File: config.mk
export PLATFORM = sky130hd
export DESIGN_NAME = chs_locator
export DESIGN_NICKNAME = d
export VERILOG_FILES = /design/src/rtl/chs_locator.sv
export SDC_FILE = /design/constraint.sdc
export NUM_CORES = 1
export LEC_CHECK = 0
export BUFFER_PORTS_ARGS = -buffer_cell sky130_fd_sc_hd__buf_4
export CORE_UTILIZATION = 50
export CTS_BUF_LIST = sky130_fd_sc_hd__clkbuf_16
export CTS_CLUSTER_DIAMETER = 100
export DETAILED_ROUTE_END_ITERATION = 8
export PLACE_DENSITY = 0.66
export SYNTH_ARGS = -nofsm -noshare
export SYNTH_HDL_FRONTEND = slang
export SYNTH_SLANG_ARGS = --single-unit
export TNS_END_PERCENT = 20
File: constraint.sdc
create_clock -name clk -period 8.65 [get_ports clk]
set_input_delay 1.2975 -clock clk [delete_from_list [all_inputs] [get_ports clk]]
set_output_delay 1.2975 -clock clk [all_outputs]
set_load 0.01 [all_outputs]
File: src/rtl/chs_locator.sv
module chs_locator #(
  parameter int MAX_CYL  = 1024,
  parameter int MAX_HEAD = 8,
  parameter int MAX_SPT  = 256,
  parameter int DEF_CYL  = 512,
  parameter int DEF_HEAD = 4,
  parameter int DEF_SPT  = 16,
  parameter int DEF_SIZE = 2,
  localparam int CYL_W  = $clog2(MAX_CYL + 1),
  localparam int HEAD_W = $clog2(MAX_HEAD + 1),
  localparam int SPT_W  = $clog2(MAX_SPT + 1),
  localparam int IDX_W  = $clog2(MAX_CYL * MAX_HEAD * MAX_SPT),
  localparam int OFF_W  = IDX_W + 9,
  localparam int CNT_W  = $clog2(SPT_W + 1)
) (
  input  logic              clk,
  input  logic              rst_n,
  input  logic              cfg_we,
  input  logic [CYL_W-1:0]  cfg_cyls,
  input  logic [HEAD_W-1:0] cfg_heads,
  input  logic [SPT_W-1:0]  cfg_spt,
  input  logic [1:0]        cfg_size,
  input  logic              start,
  input  logic [CYL_W-1:0]  req_cyl,
  input  logic [HEAD_W-1:0] req_head,
  input  logic [SPT_W-1:0]  req_sect,
  output logic              busy,
  output logic              done,
  output logic              err,
  output logic [OFF_W-1:0]  offset
);
  typedef enum logic [1:0] {S_IDLE, S_MUL_H, S_MUL_S} st_t;
  st_t st;

  logic [CYL_W-1:0]  g_cyls;
  logic [HEAD_W-1:0] g_heads;
  logic [SPT_W-1:0]  g_spt;
  logic [1:0]        g_size;

  logic [IDX_W-1:0]  acc, mcand;
  logic [SPT_W-1:0]  mplr;
  logic [CNT_W-1:0]  cnt;
  logic [HEAD_W-1:0] r_head;
  logic [SPT_W-1:0]  r_sect;

  assign busy = (st != S_IDLE);

  wire cfg_ok = (cfg_cyls != '0) && (cfg_cyls <= CYL_W'(MAX_CYL)) &&
                (cfg_heads != '0) && (cfg_heads <= HEAD_W'(MAX_HEAD)) &&
                (cfg_spt != '0) && (cfg_spt <= SPT_W'(MAX_SPT)) &&
                (cfg_size != 2'd3);

  wire in_range = (req_cyl < g_cyls) && (req_head < g_heads) && (req_sect < g_spt);

  wire [IDX_W-1:0] acc_nxt = acc + (mplr[0] ? mcand : '0);
  wire [IDX_W-1:0] idx_fin = acc_nxt + IDX_W'(r_sect);
  wire [OFF_W-1:0] idx_ext = OFF_W'(idx_fin);

  logic [OFF_W-1:0] scaled;
  always_comb begin
    case (g_size)
      2'd0:    scaled = idx_ext << 7;
      2'd1:    scaled = idx_ext << 8;
      default: scaled = idx_ext << 9;
    endcase
  end

  always_ff @(posedge clk) begin
    if (!rst_n) begin
      g_cyls  <= CYL_W'(DEF_CYL);
      g_heads <= HEAD_W'(DEF_HEAD);
      g_spt   <= SPT_W'(DEF_SPT);
      g_size  <= 2'(DEF_SIZE);
    end else if (cfg_we && !busy && cfg_ok) begin
      g_cyls  <= cfg_cyls;
      g_heads <= cfg_heads;
      g_spt   <= cfg_spt;
      g_size  <= cfg_size;
    end
  end

  always_ff @(posedge clk) begin
    if (!rst_n) begin
      st     <= S_IDLE;
      done   <= 1'b0;
      err    <= 1'b0;
      offset <= '0;
      acc    <= '0;
      mcand  <= '0;
      mplr   <= '0;
      cnt    <= '0;
      r_head <= '0;
      r_sect <= '0;
    end else begin
      done <= 1'b0;
      err  <= 1'b0;
      case (st)
        S_IDLE: if (start) begin
          if (!in_range) begin
            done <= 1'b1;
            err  <= 1'b1;
          end else begin
            acc    <= '0;
            mcand  <= IDX_W'(req_cyl);
            mplr   <= SPT_W'(g_heads);
            cnt    <= CNT_W'(HEAD_W);
            r_head <= req_head;
            r_sect <= req_sect;
            st     <= S_MUL_H;
          end
        end
        S_MUL_H: begin
          if (cnt == CNT_W'(1)) begin
            mcand <= acc_nxt + IDX_W'(r_head);
            acc   <= '0;
            mplr  <= g_spt;
            cnt   <= CNT_W'(SPT_W);
            st    <= S_MUL_S;
          end else begin
            acc   <= acc_nxt;
            mcand <= mcand << 1;
            mplr  <= mplr >> 1;
            cnt   <= cnt - 1'b1;
          end
        end
        S_MUL_S: begin
          if (cnt == CNT_W'(1)) begin
            offset <= scaled;
            done   <= 1'b1;
            st     <= S_IDLE;
          end else begin
            acc   <= acc_nxt;
            mcand <= mcand << 1;
            mplr  <= mplr >> 1;
            cnt   <= cnt - 1'b1;
          end
        end
        default: st <= S_IDLE;
      endcase
    end
  end
endmodule

==> metrics.csv, run 1 <==
stage,metric,value,unit
grt,grt_pass1_vias,6829,
setup_path,r2r_end,offset[24],
run_status,outcome,finished clean,
synthesis,synth.distinct_cells,72,
synthesis,synth.top_cell.area_share,0.298,
synthesis,synth_enable_flop_cells,0,
cts,cts-hold-fix-buffers,0,
setup_path,end_kind,flop,
setup_path,cp_cell_sequence,"and2_1, ha_1, a21o_1, a21oi_2, nand2_1, a31oi_1, xor2_1, inv_1, ha_1, nand2_1, o21ai_0, nand3_2, nor4_1, xnor2_1, mux2i_1, a311oi_1",
setup_path,slowest_stage,dfxtp_1,
synthesis,yosysSeqAreaShare,0.298,
detailed_routing,avgViaCountPerCell,5.78,
pwr,p_leak,4.01,nW
detailed_routing,dr.pass1.iters,5,
floorplan,rows,46,
setup_path,slowest_delay,0.69,ns
grt,track_usage,0.272,
synthesis,synth.area.top_cells,"dfxtp_1 30%, ha_1 9.2%, mux2i_1 6.0%, a21oi_1 6.0%, nor2_1 4.3%",
pwr,peakVddDrop,0.130,mV
min_path,hp-class,reg2reg,
synthesis,yosysTopAreaCell,dfxtp_1,
synthesis,synthCells,1019,
place,io_buffers,79,
cts,post_cts_buffers,0,
sta,setup_tns,0,ns
min_path,min_from,offset[11],
place,dp_slack,3.78,ns
setup_path,reg2reg_depth,16,
sta,tightest_slew,1.19,ns
synthesis,yosys_warnings,0,
detailed_routing,ant_nets,0,
sta,hold_violations,0,
layout,fill_cells,1521,
sta,finClkSkew,0.0123,ns
sta,relSlewSlack,0.202,
pwr,pwr_density_cell,150,mW/mm^2
sta,final-setup-viol-count,0,
place,hpwl,15800,um
setup_path,worstPathArrival,5.20,ns
sta,holdWs,0.454,ns
grt,grt_busiest_layer,met2,
cts,cts_sinks,121,
detailed_routing,wl_per_cell,16.8,um
setup_path,r2r_slack,3.78,ns
grt,grt_first_pass_wirelength,35300,um
cts,cts_tree,yes,
setup_path,crit_type,reg2reg,
detailed_routing,drt_iter0_drc,571,
setup_path,crit_required,8.98,ns
cts,clock_path_buffers,2,
setup_path,worstSetupStartpointType,flop,
cts,cts_resized,0,
job,maxCapViolations,0,
floorplan,initial_core_util,0.512,
sta,rsz0062_at_grt,false,
floorplan,die_area,0.0168,mm^2
detailed_routing,wl,21700,um
synthesis,yosys_register_bits,121,
sta,timing.final.crit_share,0.563,
grt,use_met3,0.0566,
sta,fmaxAchievable,205,MHz
place,gp_congestion,0.958,
cts,cts.clk_slew.worst_paths,0.06,ns
synthesis,ys.flop_type,dfxtp_1,
layout,diodes,0,
synthesis,synthArstFlopShare,0,
cts,htreeDepth,4,
sta,min_period,4.87,ns
detailed_routing,vias,7478,
synthesis,netlist_area,0.00813,mm^2
sta,fin_ws,3.78,ns
layout,area_delta_synth_final,15.6,%
cts,clock_latency,0.43,ns
sta,slew_violations,0,
layout,final_cell_mix,"121 x dfxtp_1, 97 x a21oi_1, 93 x nand2_1, 93 x nor2_1, 86 x buf_4",
detailed_routing,drc,0,
min_path,holdPathStages,2,
floorplan,io-pin-count,87,
grt,antenna_found_initial,0,
cts,numCtsBuffers,17,
min_path,min_to,offset[11],
grt,grt_overflow_total,0,
synthesis,avgSynthCellArea,7.98,um^2
layout,final_common_cell,dfxtp_1,
grt,use_met2,0.427,
floorplan,core,0.0159,mm^2
grt,grt_max_degree,84,
grt,met1_usage,0.376,
cts,cts_root_buf,clkbuf_16,
layout,fin_nets,1181,
floorplan,die_h,130,um
setup_path,crit-reg2reg-launch,mplr[0],
floorplan,die_w,130,um
layout,drive_above_1_share,0.128,
setup_path,crit_fanout,22,
metal layers:
layer | part of all wire | vias to the layer above
met2 | 0.43 | 255
met5 | 0 | -
met1 | 0.49 | 3483
li1 | - | 3719
met4 | 0.010 | 0
met3 | 0.072 | 21
worst max-delay path, delay by kind of cell, from the launching register on:
family / cells / cell delay, ns
buffers and inverters: 1 / 0.19
xor gates and xnor gates: 2 / 0.76
muxes: 1 / 0.11
AOI/OAI and AO/OA: 5 / 1.37
and+or+nand+nor: 5 / 0.98
adders and majority gates: 2 / 0.66
DFF: 1 / 0.69
cells by family after synthesis:
logic type | after synthesis | synth area share
flops | 121 | 0.298
compound gates | 264 | 0.209
mux | 50 | 0.0617
simple gates | 349 | 0.211
other cells | 1 | 0.000461
xor+xnor | 55 | 0.0625
fa+ha+maj | 63 | 0.0997
buf+inv | 116 | 0.0574
synthesized netlist by cell type (13+ instances only):
| cell type | number |
|---|---|
| nand2_1 | 93 |
| mux2i_1 | 49 |
| a211oi_1 | 13 |
| a21oi_1 | 97 |
| nand3_1 | 48 |
| o211ai_1 | 19 |
| clkbuf_1 | 52 |
| nor3_1 | 19 |
| dfxtp_1 | 121 |
| inv_1 | 47 |
| xor2_1 | 24 |
| o21ai_0 | 49 |
| nor2_1 | 94 |
| and2_1 | 29 |
| xnor2_1 | 29 |
| ha_1 | 60 |
flip-flops by register name, indices dropped and copies added, names as in the netlist:
signal,flops
st,2
cnt,4
mcand,21
acc,21
g_heads,4
g_spt,9
done,1
g_cyls,11
offset,23
mplr,9
err,1
g_size,2
r_head,4
r_sect,9
power breakdown:
part	switching [mW]	internal, mW	total [mW]
Combinational	0.0561	0.0410	0.0971
Clock	0.286	0.453	0.739
Sequential	0.00835	0.568	0.576
Total	0.350	1.06	1.41
layout make-up:
type                       instances  area, um^2  share of cell area
timing repair buffer              86         646              0.0687
inverter                          50         188              0.0200
clock buffer                      17         425              0.0452
sequential                       121        2420               0.258
tap                              216         270              0.0287
clock inverter                    15         175              0.0186
multi-input combinational        788        5280               0.561
through the flow:
| stage | instances | utilization | instance area (um^2) | total power, mW |
|---|---|---|---|---|
| 4_1_cts | 1293 | 0.592 | 9400 | 1.41 |
| 3_5_place_dp | 1261 | 0.554 | 8800 | 0.684 |
| 2_1_floorplan | 1025 | - | 8160 | 0.643 |
| 3_3_place_gp | 1261 | 0.554 | 8800 | 0.683 |
| 5_1_grt | 1293 | 0.592 | 9400 | 1.45 |
| 6_report | 1293 | 0.592 | 9400 | 1.41 |
worst max path at each step:
stage	to	slack, ns	cells past startpoint	startpoint
floorplan	offset[24]	4.50	17	mplr[0]
CTS	offset[24]	3.74	16	mplr[0]
finish	offset[24]	3.78	16	mplr[0]
global route	offset[22]	3.30	17	mplr[0]
global placement	offset[24]	3.87	16	mplr[0]
detailed placement	offset[24]	3.78	16	mplr[0]
(Power assumes the default switching activity.)
==> run 2, diff against run 1 <==
Settings changed: PLACE_DENSITY 0.66 to 0.68.
Clock period 8.65 ns to 4.1 ns, I/O delays scaled along.
==> run 2 against run 1 <==
  * Clock power grew 120%
  * Critical endpoint is now offset[27]
  * First-iteration DRC count grew 14%
  * Highest routed layer unchanged
  * Critical path type unchanged
  * Clock skew shrank 0.0056 ns
==> metrics.csv, run 2 (synthesis results as in run 1) <==
stage,metric,value,unit,change
place,io_buffers,79,,unchanged
sta,relSlewSlack,0.404,,was 0.202
cts,cts-hold-fix-buffers,0,,unchanged
detailed_routing,wl_per_cell,16.5,um,was 16.8 um
grt,antenna_found_initial,1,,was 0
sta,finClkSkew,0.00674,ns,was 0.0123 ns
cts,cts_tree,yes,,unchanged
pwr,p_leak,4.19,nW,was 4.01 nW
grt,grt_first_pass_wirelength,35300,um,about the same
layout,drive_above_1_share,0.158,,was 0.128
place,gp_congestion,0.892,,was 0.958
sta,timing.final.crit_share,0.922,,was 0.563
setup_path,crit_required,4.39,ns,was 8.98 ns
pwr,pwr_density_cell,316,mW/mm^2,was 150 mW/mm^2
cts,cts_root_buf,clkbuf_16,,unchanged
cts,post_cts_buffers,0,,unchanged
cts,cts.clk_slew.worst_paths,0.06,ns,about the same
pwr,peakVddDrop,0.285,mV,was 0.130 mV
cts,numCtsBuffers,17,,unchanged
cts,htreeDepth,4,,unchanged
sta,setup_tns,0,ns,unchanged
sta,final-setup-viol-count,0,,unchanged
job,maxCapViolations,0,,unchanged
setup_path,crit_fanout,4,,was 22
floorplan,initial_core_util,0.512,,unchanged
sta,rsz0062_at_grt,false,,unchanged
layout,fill_cells,1447,,was 1521
setup_path,worstPathArrival,4.07,ns,was 5.20 ns
setup_path,startpoint,mcand[0],,was mplr[0]
sta,hold_violations,0,,unchanged
detailed_routing,drt_iter0_drc,653,,was 571
min_path,hp-class,in2reg,,was reg2reg
detailed_routing,dr.pass1.iters,5,,unchanged
sta,fmaxAchievable,265,MHz,was 205 MHz
floorplan,die_area,0.0168,mm^2,unchanged
layout,top_register,offset,,unchanged
grt,grt_overflow_total,0,,unchanged
pwr,p_switching,0.747,mW,was 0.350 mW
layout,fin_nets,1211,,was 1181
grt,grt_pass1_vias,6994,,was 6829
pwr,clkPwrFrac,0.536,,was 0.523
floorplan,rows,46,,unchanged
detailed_routing,ant_nets,0,,unchanged
place,hpwl,16400,um,was 15800 um
sta,min_period,3.78,ns,was 4.87 ns
grt,grt_max_degree,82,,was 84
setup_path,r2r_slack,0.32,ns,was 3.78 ns
pwr,pwr-share-seq,0.395,,was 0.408
layout,stdcell_area,0.00971,mm^2,was 0.00940 mm^2
min_path,min_from,cfg_size[1],,was offset[11]
detailed_routing,drc,0,,unchanged
pwr,p_sw_frac,0.243,,was 0.248
detailed_routing,vias,7526,,was 7478
cts,clock_latency,0.42,ns,was 0.43 ns
floorplan,core,0.0159,mm^2,unchanged
setup_path,worstSetupStartpointType,flop,,unchanged
pwr,p_int,2.32,mW,was 1.06 mW
run_status,outcome,finished clean,,unchanged
cts,cts_sinks,121,,unchanged
place,placed_area,0.00904,mm^2,was 0.00880 mm^2
layout,area_delta_synth_final,19.3,%,was 15.6%
detailed_routing,wl,21800,um,was 21700 um
setup_path,crit-reg2reg-launch,mcand[0],,was mplr[0]
sta,slew_violations,0,,unchanged
detailed_routing,avgViaCountPerCell,5.68,,was 5.78
cts,clock_path_buffers,2,,unchanged
setup_path,end_kind,flop,,unchanged
layout,final_cell_mix,"121 x dfxtp_1, 115 x buf_4, 96 x a21oi_1",,"was 121 x dfxtp_1, 97 x a21oi_1, 93 x nand2_1, 93 x nor2_1, 86 x buf_4"
floorplan,die_h,130,um,unchanged
floorplan,io-pin-count,87,,unchanged
sta,tightest_slew,0.892,ns,was 1.19 ns
setup_path,crit_type,reg2reg,,unchanged
layout,largest_register_ffs,23,,unchanged
pwr,p_comb_frac,0.069,,about the same
floorplan,die_w,130,um,unchanged
layout,reg.largest.list,"offset x23, acc x21, mcand x21",,unchanged
layout,final_common_cell,dfxtp_1,,unchanged
grt,track_usage,0.272,,about the same
[run 2: layout make-up]
type,count,area (um^2),share of cell area
tap,216,270,0.0278
antenna,1,2.50,0.000258
timing repair buffer,116,883,0.0910
sequential,121,2420,0.250
clock buffer,17,425,0.0438
inverter,50,188,0.0193
clock inverter,15,214,0.0220
multi-input combinational,788,5300,0.546
[run 2: power by group through the flow]
stage	Clock (mW)	Sequential, mW	Combinational, mW
3_5_place_dp	0	1.24	0.211
6_report	1.64	1.21	0.213
2_1_floorplan	0	1.23	0.124
4_1_cts	1.66	1.21	0.213
3_3_place_gp	0	1.24	0.208
5_1_grt	1.72	1.21	0.235
[run 2: routing by layer]
layer  vias up  GRT usage  routed length [um]
met5         -          0                   0
met4         0     0.0746                 283
met1      3476      0.362               10100
li1       3777          -                   -
met2       248      0.425                9600
met3        25     0.0818                1800
[run 2: critical path, stage by stage (launching register included)]
cell and delay [ns]:
dfxtp_1 0.32, and2_1 0.17, ha_1 0.20, fa_1 0.43, a211oi_2 0.29, o21ai_0 0.15, xor2_1 0.18, ha_1 0.22
or3_1 0.39, o221ai_1 0.18, nand2b_1 0.13, a21oi_2 0.26, nor4_4 0.08, and4b_1 0.25, xnor2_2 0.15, mux2i_1 0.15
o22ai_1 0.09
[run 2: stage by stage]
stage                     setup WS (ns)  utilization  hold slack [ns]  std cells  power (mW)
after global placement            0.204        0.569            0.443       1291        1.44
after global routing             0.0331        0.611            0.420       1323        3.17
final                             0.320        0.611            0.414       1324        3.07
after CTS                        0.0768        0.609            0.403       1323        3.08
after floorplan                  0.0845            -            0.432       1025        1.36
after detailed placement          0.107        0.569            0.445       1291        1.45
[run 2: worst paths after layout]
| check | to | cells past startpoint |
|---|---|---|
| worst min register to register | acc[10] | 2 |
| worst max register to register | offset[27] | 16 |
| worst max-delay path | offset[27] | 16 |
| worst min-delay path | g_size[1] | 3 |
[run 2: timing repair]
item                                    4_1_cts  5_1_grt
endpoints found under the hold margin         0        0
endpoints found under the setup margin        0       14
resized for setup                             0        5
==> run 3, diff against run 2 <==
Settings changed: CELL_PAD_IN_SITES_DETAIL_PLACEMENT set to 1, CELL_PAD_IN_SITES_GLOBAL_PLACEMENT set to 2, CORE_UTILIZATION 50 to 32, PLACE_DENSITY 0.68 to 0.73.
==> run 3 against run 2 <==
  * Non-clock buffer count rose by 11
  * Power is 3.0% lower
  * Cell count grew 8.9%
  * Utilization shrank 21 points
  * Worst hold slack got worse by 0.010 ns
  * Combinational power is 5% higher
  * Routed wire length rose by 19%
  * First-iteration DRC count down 24%
  * Die area grew 55%
  * Register-to-register slack got worse by 0.02 ns
  * Largest power group unchanged
  * Sequential power barely moved
  * Via count is 0.64% higher
==> metrics.csv, run 3 (synthesis results as in run 1) <==
stage,metric,value,unit,change
layout,top_register,offset,,unchanged
grt,grt_max_degree,82,,unchanged
cts,numCtsBuffers,17,,unchanged
floorplan,die_w,161,um,was 130 um
pwr,p_leak,4.24,nW,was 4.19 nW
detailed_routing,ant_nets,0,,unchanged
sta,final-setup-viol-count,0,,unchanged
detailed_routing,drt_iter0_drc,496,,was 653
pwr,pwr_density_cell,300,mW/mm^2,was 316 mW/mm^2
grt,grt_overflow_total,0,,unchanged
pwr,pwr-share-seq,0.407,,was 0.395
layout,largest_register_ffs,23,,unchanged
layout,final_cell_mix,"123 x buf_4, 121 x dfxtp_1, 96 x a21oi_1",,"was 121 x dfxtp_1, 115 x buf_4, 96 x a21oi_1"
cts,cts_root_buf,clkbuf_16,,unchanged
layout,area_delta_synth_final,22.0,%,was 19.3%
run_status,outcome,finished clean,,unchanged
cts,cts.clk_slew.worst_paths,0.07,ns,was 0.06 ns
sta,rsz0062_at_grt,false,,unchanged
setup_path,r2r_end,mcand[20],,was offset[27]
floorplan,die_h,161,um,was 130 um
floorplan,rows,57,,was 46
grt,track_usage,0.207,,was 0.272
sta,holdWs,0.404,ns,was 0.414 ns
setup_path,cp_cell_sequence,"and2_1, ha_1, fa_2, inv_1, fa_1, nor2b_1, o21ai_0, nand2b_1, and2_1, nand2_1, nor4_4, nand3_2, or3b_1, xnor2_1, o32ai_1",,"was and2_1, ha_1, fa_1, a211oi_2, o21ai_0, xor2_1, ha_1, or3_1, o221ai_1, nand2b_1, a21oi_2, nor4_4, and4b_1, xnor2_2, mux2i_1, o22ai_1"
sta,hold_violations,0,,unchanged
grt,grt_pass1_vias,7658,,was 6994
pwr,p_sw_frac,0.290,,was 0.243
detailed_routing,avgViaCountPerCell,5.25,,was 5.68
detailed_routing,wl_per_cell,18.1,um,was 16.5 um
setup_path,worstPathArrival,4.10,ns,was 4.07 ns
layout,final_common_cell,buf_4,,was dfxtp_1
pwr,p_int,2.11,mW,was 2.32 mW
setup_path,crit-reg2reg-launch,mplr[0],,was mcand[0]
sta,finClkSkew,0.0127,ns,was 0.00674 ns
place,hpwl,19900,um,was 16400 um
setup_path,reg2reg_depth,15,,was 16
setup_path,slowest_delay,0.59,ns,was 0.43 ns
cts,htreeDepth,4,,unchanged
pwr,clkPwrFrac,0.518,,was 0.536
sta,slew_violations,0,,unchanged
layout,diodes,0,,was 1
floorplan,core,0.0246,mm^2,was 0.0159 mm^2
floorplan,die_area,0.0261,mm^2,was 0.0168 mm^2
place,io_buffers,79,,unchanged
min_path,min_from,cfg_cyls[9],,was cfg_size[1]
setup_path,crit_fanout,6,,was 4
setup_path,crit_required,4.40,ns,was 4.39 ns
cts,cts-hold-fix-buffers,0,,unchanged
layout,stdcell_area,0.00992,mm^2,was 0.00971 mm^2
detailed_routing,dr.pass1.iters,4,,was 5
sta,fmaxAchievable,263,MHz,was 265 MHz
floorplan,io-pin-count,87,,unchanged
sta,tightest_slew,0.659,ns,was 0.892 ns
cts,clock_latency,0.44,ns,was 0.42 ns
place,placed_area,0.00927,mm^2,was 0.00904 mm^2
pwr,peakVddDrop,0.209,mV,was 0.285 mV
layout,reg.largest.list,"offset x23, acc x21, mcand x21",,unchanged
setup_path,critPathCapture,mcand[20],,was offset[27]
layout,drive_above_1_share,0.169,,was 0.158
setup_path,slowest_stage,fa_2,,was fa_1
setup_path,crit_type,reg2reg,,unchanged
setup_path,worst-path-buf-inv,1,,was 0
sta,setup_tns,0,ns,unchanged
detailed_routing,vias,7574,,was 7526
pwr,p_switching,0.862,mW,was 0.747 mW
detailed_routing,wl,26000,um,was 21800 um
setup_path,crit_path_frequent_cell,and2_1,,was ha_1
setup_path,worstSetupStartpointType,flop,,unchanged
floorplan,initial_core_util,0.331,,was 0.512
place,gp_congestion,0.799,,was 0.892
setup_path,critPathTopFamily,simple AND/OR/NAND/NOR gates,,unchanged
detailed_routing,drc,0,,unchanged
sta,min_period,3.80,ns,was 3.78 ns
layout,fin_nets,1222,,was 1211
setup_path,startpoint,mplr[0],,was mcand[0]
setup_path,end_kind,flop,,unchanged
setup_path,r2r_slack,0.30,ns,was 0.32 ns
sta,relSlewSlack,0.561,,was 0.404
job,maxCapViolations,0,,unchanged
min_path,hp-class,in2reg,,unchanged
cts,clock_path_buffers,2,,unchanged
cts,cts_sinks,121,,unchanged
setup_path,cp_num_cells,15,,was 16
pwr,p_comb_frac,0.075,,was 0.069
sta,timing.final.crit_share,0.926,,was 0.922
grt,antenna_found_initial,0,,was 1
grt,grt_first_pass_wirelength,42200,um,was 35300 um
cts,cts_tree,yes,,unchanged
run 3: cell count changes in the layout (fill, tap and decap cells not counted), sizes merged:
cell	change
buf	+11
bufinv	-4
inv	+4
clkinv	+2
clkinvlp	-2
diode	-1
run 3: repair_timing:
action | in CTS | in global routing
buffers inserted | 0 | 2
endpoints found under the setup margin | 0 | 15
resized for setup | 0 | 9
run 3: area by class of cell:
cell class                      count  area [um^2]
Multi-Input combinational cell    788         5310
Inverter                           50          188
Clock inverter                     15          173
Timing Repair Buffer              127          995
Sequential cell                   121         2420
Clock buffer                       17          425
Fill cell                        2970        14700
Tap cell                          324          405
run 3: tightest hold or removal path: cells and delay by family:
kind | cells | cell delay, ns
and+or+nand+nor | 1 | 0.06
muxes | 1 | 0.06
buffers and inverters | 1 | 0.08
run 3: metrics by stage:
step / power (mW) / util / worst slack (ns) / instances
5_1_grt: 3.09 / 0.403 / 0.0110 / 1442
2_1_floorplan: 1.36 / - / 0.0845 / 1025
3_5_place_dp: 1.46 / 0.377 / 0.0869 / 1408
3_3_place_gp: 1.46 / 0.377 / 0.160 / 1408
6_report: 2.98 / 0.403 / 0.302 / 1442
4_1_cts: 3.01 / 0.401 / 0.0655 / 1440
run 3: metal layers:
metal | global-route usage | wire length, um | vias to the layer above
li1 | - | - | 3797
met1 | 0.300 | 13700 | 3646
met2 | 0.322 | 11500 | 113
met3 | 0.0262 | 655 | 18
met4 | 0.0502 | 227 | 0
met5 | 0 | 0 | -
run 3: worst min path at each step:
stage           endpoint  slack [ns]  cells past startpoint
5_1_grt        g_size[1]        0.40                      3
2_1_floorplan    mplr[8]        0.43                      2
4_1_cts        g_cyls[9]        0.39                      3
6_report       g_cyls[9]        0.40                      3
3_3_place_gp   offset[7]        0.44                      2
3_5_place_dp     mplr[1]        0.45                      2
run 3: power groups by stage:
stage | Sequential [mW] | Combinational (mW) | Clock, mW
floorplan | 1.23 | 0.124 | 0
global placement | 1.24 | 0.222 | 0
detailed placement | 1.24 | 0.225 | 0
CTS | 1.21 | 0.225 | 1.57
global route | 1.21 | 0.248 | 1.63
finish | 1.21 | 0.223 | 1.54
